[config.mk]
export PLATFORM = sky130hd
export DESIGN_NAME = pio_port
export DESIGN_NICKNAME = d
export VERILOG_FILES = /design/src/rtl/pio_pkg.sv /design/src/rtl/pio_decode.sv /design/src/rtl/pio_out_regs.sv /design/src/rtl/pio_in_sampler.sv /design/src/rtl/pio_port.sv
export SDC_FILE = /design/constraint.sdc
export NUM_CORES = 1
export LEC_CHECK = 0
export CAP_MARGIN = 10
export CORE_MARGIN = 4
export CORE_UTILIZATION = 40
export CTS_BUF_LIST = sky130_fd_sc_hd__clkbuf_4 sky130_fd_sc_hd__clkbuf_8 sky130_fd_sc_hd__clkbuf_16
export DETAILED_ROUTE_END_ITERATION = 7
export PLACE_DENSITY = 0.68
export RECOVER_POWER = 25
export SYNTH_ARGS = -nofsm -noshare
export SYNTH_HDL_FRONTEND = slang
export SYNTH_SLANG_ARGS = --single-unit
[constraint.sdc]
create_clock -name clk -period 4.21 [get_ports clk]
set_input_delay 0.842 -clock clk [delete_from_list [all_inputs] [get_ports clk]]
set_output_delay 0.842 -clock clk [all_outputs]
set_load 0.02 [all_outputs]
[src/rtl/pio_pkg.sv]
package pio_pkg;
  localparam int unsigned PIO_W = 32;
  localparam int unsigned PIO_AW = 8;

  localparam int unsigned OFS_DATA = 'h00;
  localparam int unsigned OFS_SET  = 'h04;
  localparam int unsigned OFS_CLR  = 'h08;
  localparam int unsigned OFS_TOG  = 'h0C;
  localparam int unsigned OFS_IN   = 'h10;
  localparam int unsigned OFS_DIR  = 'h14;

  typedef enum logic [2:0] {
    SEL_NONE,
    SEL_DATA,
    SEL_SET,
    SEL_CLR,
    SEL_TOG,
    SEL_IN,
    SEL_DIR
  } pio_sel_e;
endpackage

[src/rtl/pio_decode.sv]
module pio_decode
  import pio_pkg::*;
#(
  parameter int unsigned AW = PIO_AW
) (
  input  logic [AW-1:0] addr,
  output pio_sel_e      sel
);
  always_comb begin
    sel = SEL_NONE;
    if (addr == AW'(OFS_DATA))     sel = SEL_DATA;
    else if (addr == AW'(OFS_SET)) sel = SEL_SET;
    else if (addr == AW'(OFS_CLR)) sel = SEL_CLR;
    else if (addr == AW'(OFS_TOG)) sel = SEL_TOG;
    else if (addr == AW'(OFS_IN))  sel = SEL_IN;
    else if (addr == AW'(OFS_DIR)) sel = SEL_DIR;
  end
endmodule

[src/rtl/pio_out_regs.sv]
module pio_out_regs
  import pio_pkg::*;
#(
  parameter int unsigned W = PIO_W
) (
  input  logic         clk,
  input  logic         rst_n,
  input  logic         we,
  input  pio_sel_e     sel,
  input  logic [W-1:0] wdata,
  output logic [W-1:0] data_q,
  output logic [W-1:0] dir_q
);
  logic [W-1:0] data_d;
  logic [W-1:0] dir_d;
  logic         data_en;
  logic         dir_en;

  always_comb begin
    data_en = 1'b0;
    data_d  = data_q;
    if (we) begin
      unique case (sel)
        SEL_DATA: begin data_en = 1'b1; data_d = wdata;           end
        SEL_SET:  begin data_en = 1'b1; data_d = data_q | wdata;  end
        SEL_CLR:  begin data_en = 1'b1; data_d = data_q & ~wdata; end
        SEL_TOG:  begin data_en = 1'b1; data_d = data_q ^ wdata;  end
        default:  begin data_en = 1'b0; data_d = data_q;          end
      endcase
    end
    dir_en = we && (sel == SEL_DIR);
    dir_d  = wdata;
  end

  always_ff @(posedge clk or negedge rst_n) begin
    if (!rst_n) begin
      data_q <= '0;
      dir_q  <= '0;
    end else begin
      if (data_en) data_q <= data_d;
      if (dir_en)  dir_q  <= dir_d;
    end
  end
endmodule

[src/rtl/pio_in_sampler.sv]
module pio_in_sampler #(
  parameter int unsigned W = 32
) (
  input  logic         clk,
  input  logic         rst_n,
  input  logic         en,
  input  logic [W-1:0] pin_in,
  input  logic [W-1:0] mask,
  output logic [W-1:0] in_q
);
  for (genvar i = 0; i < W; i++) begin : g_pin
    logic meta_q;
    logic cap_d;

    always_comb cap_d = meta_q & mask[i];

    always_ff @(posedge clk or negedge rst_n) begin
      if (!rst_n) begin
        meta_q  <= 1'b0;
        in_q[i] <= 1'b0;
      end else begin
        meta_q <= pin_in[i];
        if (en) in_q[i] <= cap_d;
      end
    end
  end
endmodule

[src/rtl/pio_port.sv]
module pio_port
  import pio_pkg::*;
#(
  parameter int unsigned W  = PIO_W,
  parameter int unsigned AW = PIO_AW
) (
  input  logic          clk,
  input  logic          rst_n,
  input  logic [AW-1:0] bus_addr,
  input  logic          bus_we,
  input  logic [W-1:0]  bus_wdata,
  input  logic          bus_re,
  output logic [W-1:0]  bus_rdata,
  input  logic          port_en,
  input  logic [W-1:0]  dig_mask,
  input  logic [W-1:0]  pin_in,
  output logic [W-1:0]  pin_out,
  output logic [W-1:0]  pin_oe
);
  localparam int unsigned RST_STAGES = 2;

  logic [RST_STAGES-1:0] rst_pipe_q;
  logic                  rst_int_n;
  pio_sel_e              sel;
  logic [W-1:0]          data_q;
  logic [W-1:0]          dir_q;
  logic [W-1:0]          in_q;
  logic [W-1:0]          rd_mux;

  always_ff @(posedge clk or negedge rst_n) begin
    if (!rst_n) rst_pipe_q <= '0;
    else        rst_pipe_q <= {rst_pipe_q[RST_STAGES-2:0], 1'b1};
  end
  assign rst_int_n = rst_pipe_q[RST_STAGES-1];

  pio_decode #(.AW(AW)) u_dec (
    .addr (bus_addr),
    .sel  (sel)
  );

  pio_out_regs #(.W(W)) u_out (
    .clk    (clk),
    .rst_n  (rst_int_n),
    .we     (bus_we),
    .sel    (sel),
    .wdata  (bus_wdata),
    .data_q (data_q),
    .dir_q  (dir_q)
  );

  pio_in_sampler #(.W(W)) u_in (
    .clk    (clk),
    .rst_n  (rst_int_n),
    .en     (port_en),
    .pin_in (pin_in),
    .mask   (dig_mask),
    .in_q   (in_q)
  );

  always_comb begin
    unique case (sel)
      SEL_DATA: rd_mux = data_q;
      SEL_IN:   rd_mux = in_q;
      SEL_DIR:  rd_mux = dir_q;
      default:  rd_mux = '0;
    endcase
    bus_rdata = bus_re ? rd_mux : '0;
  end

  assign pin_out = data_q;
  assign pin_oe  = dir_q;
endmodule

== After elaboration in Yosys (flattened, before gate mapping) ==
Index checks and enable logic that the tools add are counted.
Storage, ports and cells
  register bits after elaboration: 130
  memory bits (read-only): 0
  bits in latches: 0
  memories kept: 0
  input port bits: 109
  word-level logic and storage cells: 130
  memory bits (writable): 0
  output and inout bits: 96
Cells by class
  equality and inequality tests: 11
  add/subtract/negate cells: 0
  shifts and indexed selects: 0
  mux-type cells: 11
  div/mod/pow operators: 0
  bitwise logic cells: 36
  magnitude comparators: 0
  multiply operators: 0
  reductions and logical operators: 5
Operator list (number)
  $pmux W32 S4: 1
  $pmux W32 S3: 1
  $and A1 B1 Y1: 32
  $and A32 B32 Y32: 1
  $mux W32: 1
  $not A32 Y32: 1
  $or A32 B32 Y32: 1
  $xor A32 B32 Y32: 1
  $mux W3: 6
  $eq A8 B4 Y1 const B: 2
  $eq A8 B5 Y1 const B: 2
  $eq A3 B3 Y1 const B: 3
  $eq A8 B3 Y1 const B: 1
  $logic_not A8 Y1: 1
  $eq A3 B2 Y1 const B: 2
  $reduce_bool A4 Y1: 1
  $reduce_or A4 Y1: 1
  $eq A3 B1 Y1 const B: 1
  $reduce_and A3 Y1: 1
  $mux W1: 2
  $logic_and A1 B1 Y1: 1

== Logic depth before layout (Yosys ltp) ==
Gate-level depths: netlist (run 1).
  word-level depth: 12
  depth in mapped cells: 7
  gate-level depth less buffers: 6

== Modules after synthesis ==
Synthesis (run 1) repeated with hierarchy kept, for this count alone.
Second synthesis, totals
  cells, all modules: 820
  area total of the unflattened synthesis: 7913.8 µm²
Modules (own cells, without submodules)
  pio_out_regs: cells an instance 527, area an instance 4679.5 µm², seq. area each 1601.5 µm², instances 1
  pio_in_sampler: cells an instance 167, area an instance 2205.9 µm², seq. area each 1601.5 µm², instances 1
  pio_port: cells an instance 118, area an instance 958.4 µm², seq. area each 50.0 µm², instances 1
  pio_decode: cells an instance 8, area an instance 70.1 µm², seq. area each 0.0 µm², instances 1

== Worst setup path before layout (run 1) ==
OpenSTA, ideal clock, no wires.
  kind: input-to-output
  from: in bus_addr[3]
  to: out bus_rdata[10]
  required time: 3.368 ns
  stages: 6
  data arrival time: 2.468 ns
  slack: 0.900 ns
  cell sequence: clkbuf_1 > or4_1 > nor2_1 > clkbuf_1 > a22oi_1 > nor2_1
Between the ends
  longest elaborated chain between the ends: 10
RTL lines
  start: declaration: line pio_port.sv:9  | input logic [AW-1:0] bus_addr,
  $eq A8 B5 Y1: line pio_decode.sv:16  | else if (addr == AW'(OFS_DIR)) sel = SEL_DIR;
  $mux W3: line pio_decode.sv:16
  $mux W3: line pio_decode.sv:15  | else if (addr == AW'(OFS_IN)) sel = SEL_IN;
  $mux W3: line pio_decode.sv:14  | else if (addr == AW'(OFS_TOG)) sel = SEL_TOG;
  $mux W3: line pio_decode.sv:13  | else if (addr == AW'(OFS_CLR)) sel = SEL_CLR;
  $mux W3: line pio_decode.sv:12  | else if (addr == AW'(OFS_SET)) sel = SEL_SET;
  $mux W3 *: line pio_decode.sv:11  | if (addr == AW'(OFS_DATA)) sel = SEL_DATA;
  $eq A3 B3 Y1 or $eq A3 B1 Y1 (tied branches): line pio_port.sv:61  | unique case (sel)
  $pmux W32 S3 *: line pio_port.sv:61
  $mux W32 *: line pio_port.sv:67  | bus_rdata = bus_re ? rd_mux : '0;
  end: declaration: line pio_port.sv:13  | output logic [W-1:0] bus_rdata,
Mark *: on every way between the ends. The rest lies on a longest branch, timed or not.

== Final worst setup path (run 1) ==
  from: in bus_addr[1]
  to: out bus_rdata[15]
Same word-level chain as after synthesis.

==> results of run 1 <==
[per-layer routing]
layer  up-vias  part of all wire  GRT usage
met5         -                 0          0
met4         0             0.017     0.0687
met3        22             0.061     0.0433
met2       203              0.47      0.326
met1      2916              0.45      0.287
li1       2914                 -          -
[per-stage QoR]
step / area (um^2) / utilization
3_5_place_dp: 9520 / 0.545
4_1_cts: 10200 / 0.583
2_1_floorplan: 7190 / -
3_3_place_gp: 9520 / 0.545
6_report: 10200 / 0.584
5_1_grt: 10200 / 0.584
[final cells by class]
type | instances | area share
multi-input combinational | 457 | 0.332
inverter | 97 | 0.0357
antenna | 2 | 0.000491
tap | 225 | 0.0276
sequential | 130 | 0.319
clock inverter | 14 | 0.0224
timing repair buffer | 226 | 0.221
clock buffer | 18 | 0.0424
[sequential cells by signal (all words and copies together) (netlist names)]
signal             cells
rst_pipe_q             2
u_in.g_pin.meta_q     32
u_in.in_q             32
u_out.data_q          32
u_out.dir_q           32
[report_power, final]
group          switching, W  internal (W)  leakage, nW
registers          0.000119       0.00136         1.65
clock network      0.000590       0.00107        0.317
logic              0.000346      0.000351         2.58
[how the worst max path moves through the flow]
stage | end | slack (ns)
4_1_cts | bus_rdata[3] | 0.008
3_5_place_dp | bus_rdata[3] | 0.02
5_1_grt | bus_rdata[10] | -0.02
2_1_floorplan | u_in.g_pin[0].meta_q | 0.32
6_report | bus_rdata[15] | 0.11
3_3_place_gp | bus_rdata[3] | 0.06
[cells by family after synthesis]
kind of cell               after synthesis
other                                    1
muxes                                   53
DFF                                    130
and+or+nand+nor                        157
buffers and inverters                  146
adders and majority gates               64
AOI/OAI and AO/OA                      182
[cells in the final DEF, fill, tap and decap left out, types with 17 or more instances in the layout]
cell | Yosys | routed
dfrtp_1 | 130 | 130
nand3_1 | 33 | 32
o21ai_0 | 77 | 77
clkdlybuf4s50_1 | 0 | 163
buf_4 | 3 | 18
a221oi_2 | 19 | 19
mux2_2 | 49 | 49
clkbuf_16 | 0 | 17
a22oi_1 | 32 | 32
ha_1 | 64 | 64
nor2_1 | 54 | 53
inv_1 | 97 | 97
nand2_1 | 56 | 56
o21ai_1 | 19 | 19
dlygate4sd3_1 | 0 | 33
==> run metrics, run 1 <==
Worst-Margin Slew 2.89 ns; CP Launch Point bus_addr[1]; top post-synthesis cells by count dfrtp_1 (130), inv_1 (97), o21ai_0 (77); TritonRoute pass-1 iters 5; TritonCTS Buffers 17; Tcrit/Tclk final 0.975; CTS H-tree lvls 4; Worst EP arrival 3.26 ns; IO buf count 204; gr usage total 0.207; Pleak 4.54 nW; CTS max path bufs 2; worst min path class reg -> reg; largest family of logic cells by synthesized area compound AO/OA/AOI/OAI gates; CP max FO 19; cell family with most CP delay buffers and inverters; Hold WS 0.354 ns; CTS tree built; Starting Density 0.412; total power 0.00383 W; Detail Route Antenna Nets 0; setup ws final 0.107 ns; Worst-path clk slew 0.06 ns; Synth Register Bits 130; Post-CTS Setup Bufs 0; failing checks capacitance limit, slew limit; reg-to-reg endpoint u_in.in_q[14]; worst-path cell chain clkdlybuf4s50_1 > or4_4 > nor4b_4 > buf_6 > a22oi_1 > nor2_1 > clkdlybuf4s50_1; DRC viols 0; Die H 142 um; synth unique cells 34; number of max-slew violations in the final report 72; FF+latch area 3250 um^2; FFs w/ async S/R, synth 1.00; Mean Syn Cell Area 9.81 um^2; Synth Area in Compound Gates 0.177; Synth Area in Simple Gates 0.0959; Cells after Synth 733; dominant cell by count in the synthesized netlist dfrtp_1; GR Overflow Total 0; reg2reg path depth 0; Top-Level Pins 205; Post-Route WL 20500 um; Clock Latency Late Sink 0.41 ns; Adder-Cell Fraction of Synth Area 0.111; core region area 17500 um^2; largest net degree at the start of global routing 72; Peak VDD IR 397 uV; critical path class in -> out; Critical Path End Type primary output; vias 6055; Placement Setup Slack 0.0169 ns; WL per Instance 17.5 um; crit path buf inv count 3; Final min period 4.10 ns; Most common cell on crit path clkdlybuf4s50_1; top-area cell type share of the netlist area 0.452; RD Place Congestion 0.769; Die Area 20200 um^2; register area share after synthesis 0.452; mean number of vias per cell 5.18; syn nets 906; Rows 48; fraction of layout cells with a size suffix above 1 0.140; root cell of the clock tree clkbuf_16; crit-path max cell delay 0.61 ns; synth warn 0; Worst R2R Start rst_pipe_q[1]; reg2reg setup slack 1.34 ns; number of global-route vias before repair 5977; hold_buf cts 0; mux share of post-synthesis cell area 0.0828; max_slew headroom -0.927; critical path's slowest cell clkdlybuf4s50_1; RSZ-0062 raised after global routing true; Post-DP HPWL 14700 um; Hold Crit Depth 0; Placed Cells 1135; Max Freq 244 MHz; XOR/XNOR Fraction of Synth Area 0; initial antenna violation count 2; post-synth top area cell dfrtp_1; post-synthesis instance area 7190 um^2; Top FF cell, synth dfrtp_1; Final Hold Viols 0; multi-input logic area 3380 um^2; maxcap violations 1; Initial DRC Count 340; number of synthesized flops with an enable pin 0; cell count along the critical path 7; # nets final 1102; WP data required 3.37 ns; Die W 142 um; first-pass GRT wire length 32900 um; Non-Filler Instances 1169; leading post-synthesis cells by cell area dfrtp_1 (45%), ha_1 (11%), mux2_2 (7.7%); Setup-failing EPs final 0; total negative slack 0 ns; crit start category primary input; pwr dens 376 nW/um^2; Layout area overhead 41.8%; post-cts sizing count 0; hold_sp rst_pipe_q[0]; Clock Sinks 130; status complete, but fails checks; worst hold path endpoint rst_pipe_q[1]; Final Skew 0.00537 ns; fillers 1523
No activity file was read; power rests on OpenSTA's default activity.
==> run 2, diff against run 1 <==
--- a/config.mk
+++ b/config.mk
@@ -5,7 +5,7 @@
 export SDC_FILE = /design/constraint.sdc
 export NUM_CORES = 1
 export LEC_CHECK = 0
-export CAP_MARGIN = 10
+export CAP_MARGIN = 20
 export CORE_MARGIN = 4
 export CORE_UTILIZATION = 40
 export CTS_BUF_LIST = sky130_fd_sc_hd__clkbuf_4 sky130_fd_sc_hd__clkbuf_8 sky130_fd_sc_hd__clkbuf_16
==> results of run 2 <==
The final DEF is identical to that of run 1; final timing and power are the same.
==> run 3, diff against run 2 <==
--- a/config.mk
+++ b/config.mk
@@ -7,10 +7,10 @@
 export LEC_CHECK = 0
 export CAP_MARGIN = 20
 export CORE_MARGIN = 4
-export CORE_UTILIZATION = 40
+export CORE_UTILIZATION = 49
 export CTS_BUF_LIST = sky130_fd_sc_hd__clkbuf_4 sky130_fd_sc_hd__clkbuf_8 sky130_fd_sc_hd__clkbuf_16
 export DETAILED_ROUTE_END_ITERATION = 7
-export PLACE_DENSITY = 0.68
+export PLACE_DENSITY = 0.81
 export RECOVER_POWER = 25
 export SYNTH_ARGS = -nofsm -noshare
 export SYNTH_HDL_FRONTEND = slang
==> run 3 against run 2 <==
The flow still finishes with violations (capacitance limit, slew limit). Count of clock-buffer cells in the layout grew 3. Clock skew shrank 0.0017 ns. Wire length grew 0.99%. Global-route usage grew 4.3 points. Setup slack lost 0.014 ns. Non-clock buffer count grew 2. Utilization grew 11 points. Sequential power is essentially flat. Maximum frequency shrank 0.35%. Register-to-register slack lost 0.58 ns. Final area shrank 1.1%. Critical endpoint is now bus_rdata[26].
==> run metrics, run 3 (synthesized netlist as in run 1, its figures left out) <==
GR Overflow Total 0; first-pass GRT wire length 32700 um; Die H 129 um; Post-Route WL 20700 um; switching power 0.00103 W; vias 6177; Detail Route Antenna Nets 0; mean number of vias per cell 5.47; Worst EP arrival 3.28 ns; Clock Latency Late Sink 0.41 ns; WL per Instance 18.3 um; largest net degree at the start of global routing 92; Sequential Power Share 0.401; initial antenna violation count 1; Die W 129 um; Worst-path clk slew 0.06 ns; Initial DRC Count 447; max_slew headroom -0.253; Hold Crit Depth 0; Worst R2R Start rst_pipe_q[1]; Hold WS 0.351 ns; Layout area overhead 40.3%; Die Area 16700 um^2; most frequent cells in the layout clkdlybuf4s50_1 (166), dfrtp_1 (130), inv_1 (97); pwr dens 363 nW/um^2; gr usage total 0.250; Final Skew 0.00372 ns; worst hold path endpoint rst_pipe_q[1]; number of global-route vias before repair 6330; Tcrit/Tclk final 0.978; IO buf count 204; root cell of the clock tree clkbuf_16; Sw Ratio 0.280; hold_sp rst_pipe_q[0]; # nets final 1104; total negative slack 0 ns; Starting Density 0.497; Final Hold Viols 0; core region area 14500 um^2; total power 0.00367 W; Clock power frac 0.404; most common cell after layout, fill and taps aside clkdlybuf4s50_1; worst min path class reg -> reg; maxcap violations 2; Peak VDD IR 252 uV; Setup-failing EPs final 0; Rows 44; reg-to-reg endpoint u_out.data_q[5]; reg2reg path depth 1; Max Freq 243 MHz; critical path class in -> out; status complete, but fails checks; Worst-Margin Slew 1.88 ns; DRC viols 0; Pleak 4.46 nW; fillers 1088; combinational share of power 0.195; CP max FO 16; TritonRoute pass-1 iters 5; Post-DP HPWL 14700 um; RD Place Congestion 0.818; crit start category primary input; CTS tree built; hold_buf cts 0; CTS max path bufs 2; fraction of layout cells with a size suffix above 1 0.143; Int Pwr 0.00264 W; number of max-slew violations in the final report 131; WP data required 3.37 ns; Top-Level Pins 205; failing checks capacitance limit, slew limit; Final min period 4.12 ns; Critical Path End Type primary output; Clock Sinks 130; TritonCTS Buffers 17; CTS H-tree lvls 4; reg2reg setup slack 0.76 ns
run 3: changes by cell type in the layout (fill, tap and decap cells not counted), sizes merged:
cell           previous run  this run
buf                      24        27
bufinv                    5         2
clkbuf                   19        21
clkdlybuf4s50           163       166
diode                     2         1
dlygate4sd2               0         1
dlymetal6s2s              5         1
run 3: timing repair:
| item | in CTS | in global routing |
|---|---|---|
| buffers inserted | 0 | 0 |
| endpoints found under the setup margin | 1 | 15 |
| gates resized for setup | 1 | 2 |
| endpoints found under the hold margin | 0 | 0 |
run 3: cell type report:
type | count | area, um^2 | share of cell area
Sequential cell | 130 | 3250 | 0.322
Timing Repair Buffer | 228 | 2260 | 0.224
Inverter | 97 | 364 | 0.0361
Multi-Input combinational cell | 457 | 3380 | 0.335
Tap cell | 184 | 230 | 0.0228
Clock inverter | 11 | 125 | 0.0124
Clock buffer | 21 | 474 | 0.0470
Antenna cell | 1 | 2.50 | 0.000248
run 3: metal layers:
metal,wire [um],track usage,up-vias
met5,0,0,-
met2,10100,0.403,198
met1,8860,0.327,3035
met3,1270,0.0573,32
li1,-,-,2912
met4,439,0.103,0
run 3: critical path: stages:
cell and delay (ns):
clkdlybuf4s50_1 0.44, or4_4 0.60, nor4b_4 0.31, buf_6 0.24
a22oi_1 0.09, nor2_1 0.11, clkdlybuf4s50_1 0.62
run 3: metrics by stage:
stage	std cells	worst slack, ns	utilization	area (um^2)
6_report	1129	0.0926	0.697	10100
5_1_grt	1129	-0.00751	0.697	10100
4_1_cts	1128	0.0640	0.698	10100
3_5_place_dp	1096	-0.00173	0.656	9510
3_3_place_gp	1096	0.0765	0.656	9510
2_1_floorplan	733	0.320	-	7190
run 3: how the worst max path moves through the flow:
stage,startpoint,end,slack [ns],cells past startpoint
2_1_floorplan,rst_pipe_q[1],u_in.g_pin[0].meta_q,0.32,0
3_3_place_gp,bus_addr[1],bus_rdata[11],0.08,7
3_5_place_dp,bus_addr[1],bus_rdata[11],-0.002,7
4_1_cts,bus_addr[1],bus_rdata[26],0.06,7
5_1_grt,bus_addr[1],bus_rdata[16],-0.008,7
6_report,bus_addr[1],bus_rdata[26],0.09,7
run 3: power by group through the flow:
stage / sequential (W) / combinational (W) / clock, W
final: 0.00147 / 0.000716 / 0.00148
after detailed placement: 0.00149 / 0.000721 / 0
after floorplan: 0.00155 / 0.000285 / 0
after CTS: 0.00147 / 0.000730 / 0.00151
after global routing: 0.00149 / 0.000791 / 0.00156
after global placement: 0.00149 / 0.000690 / 0
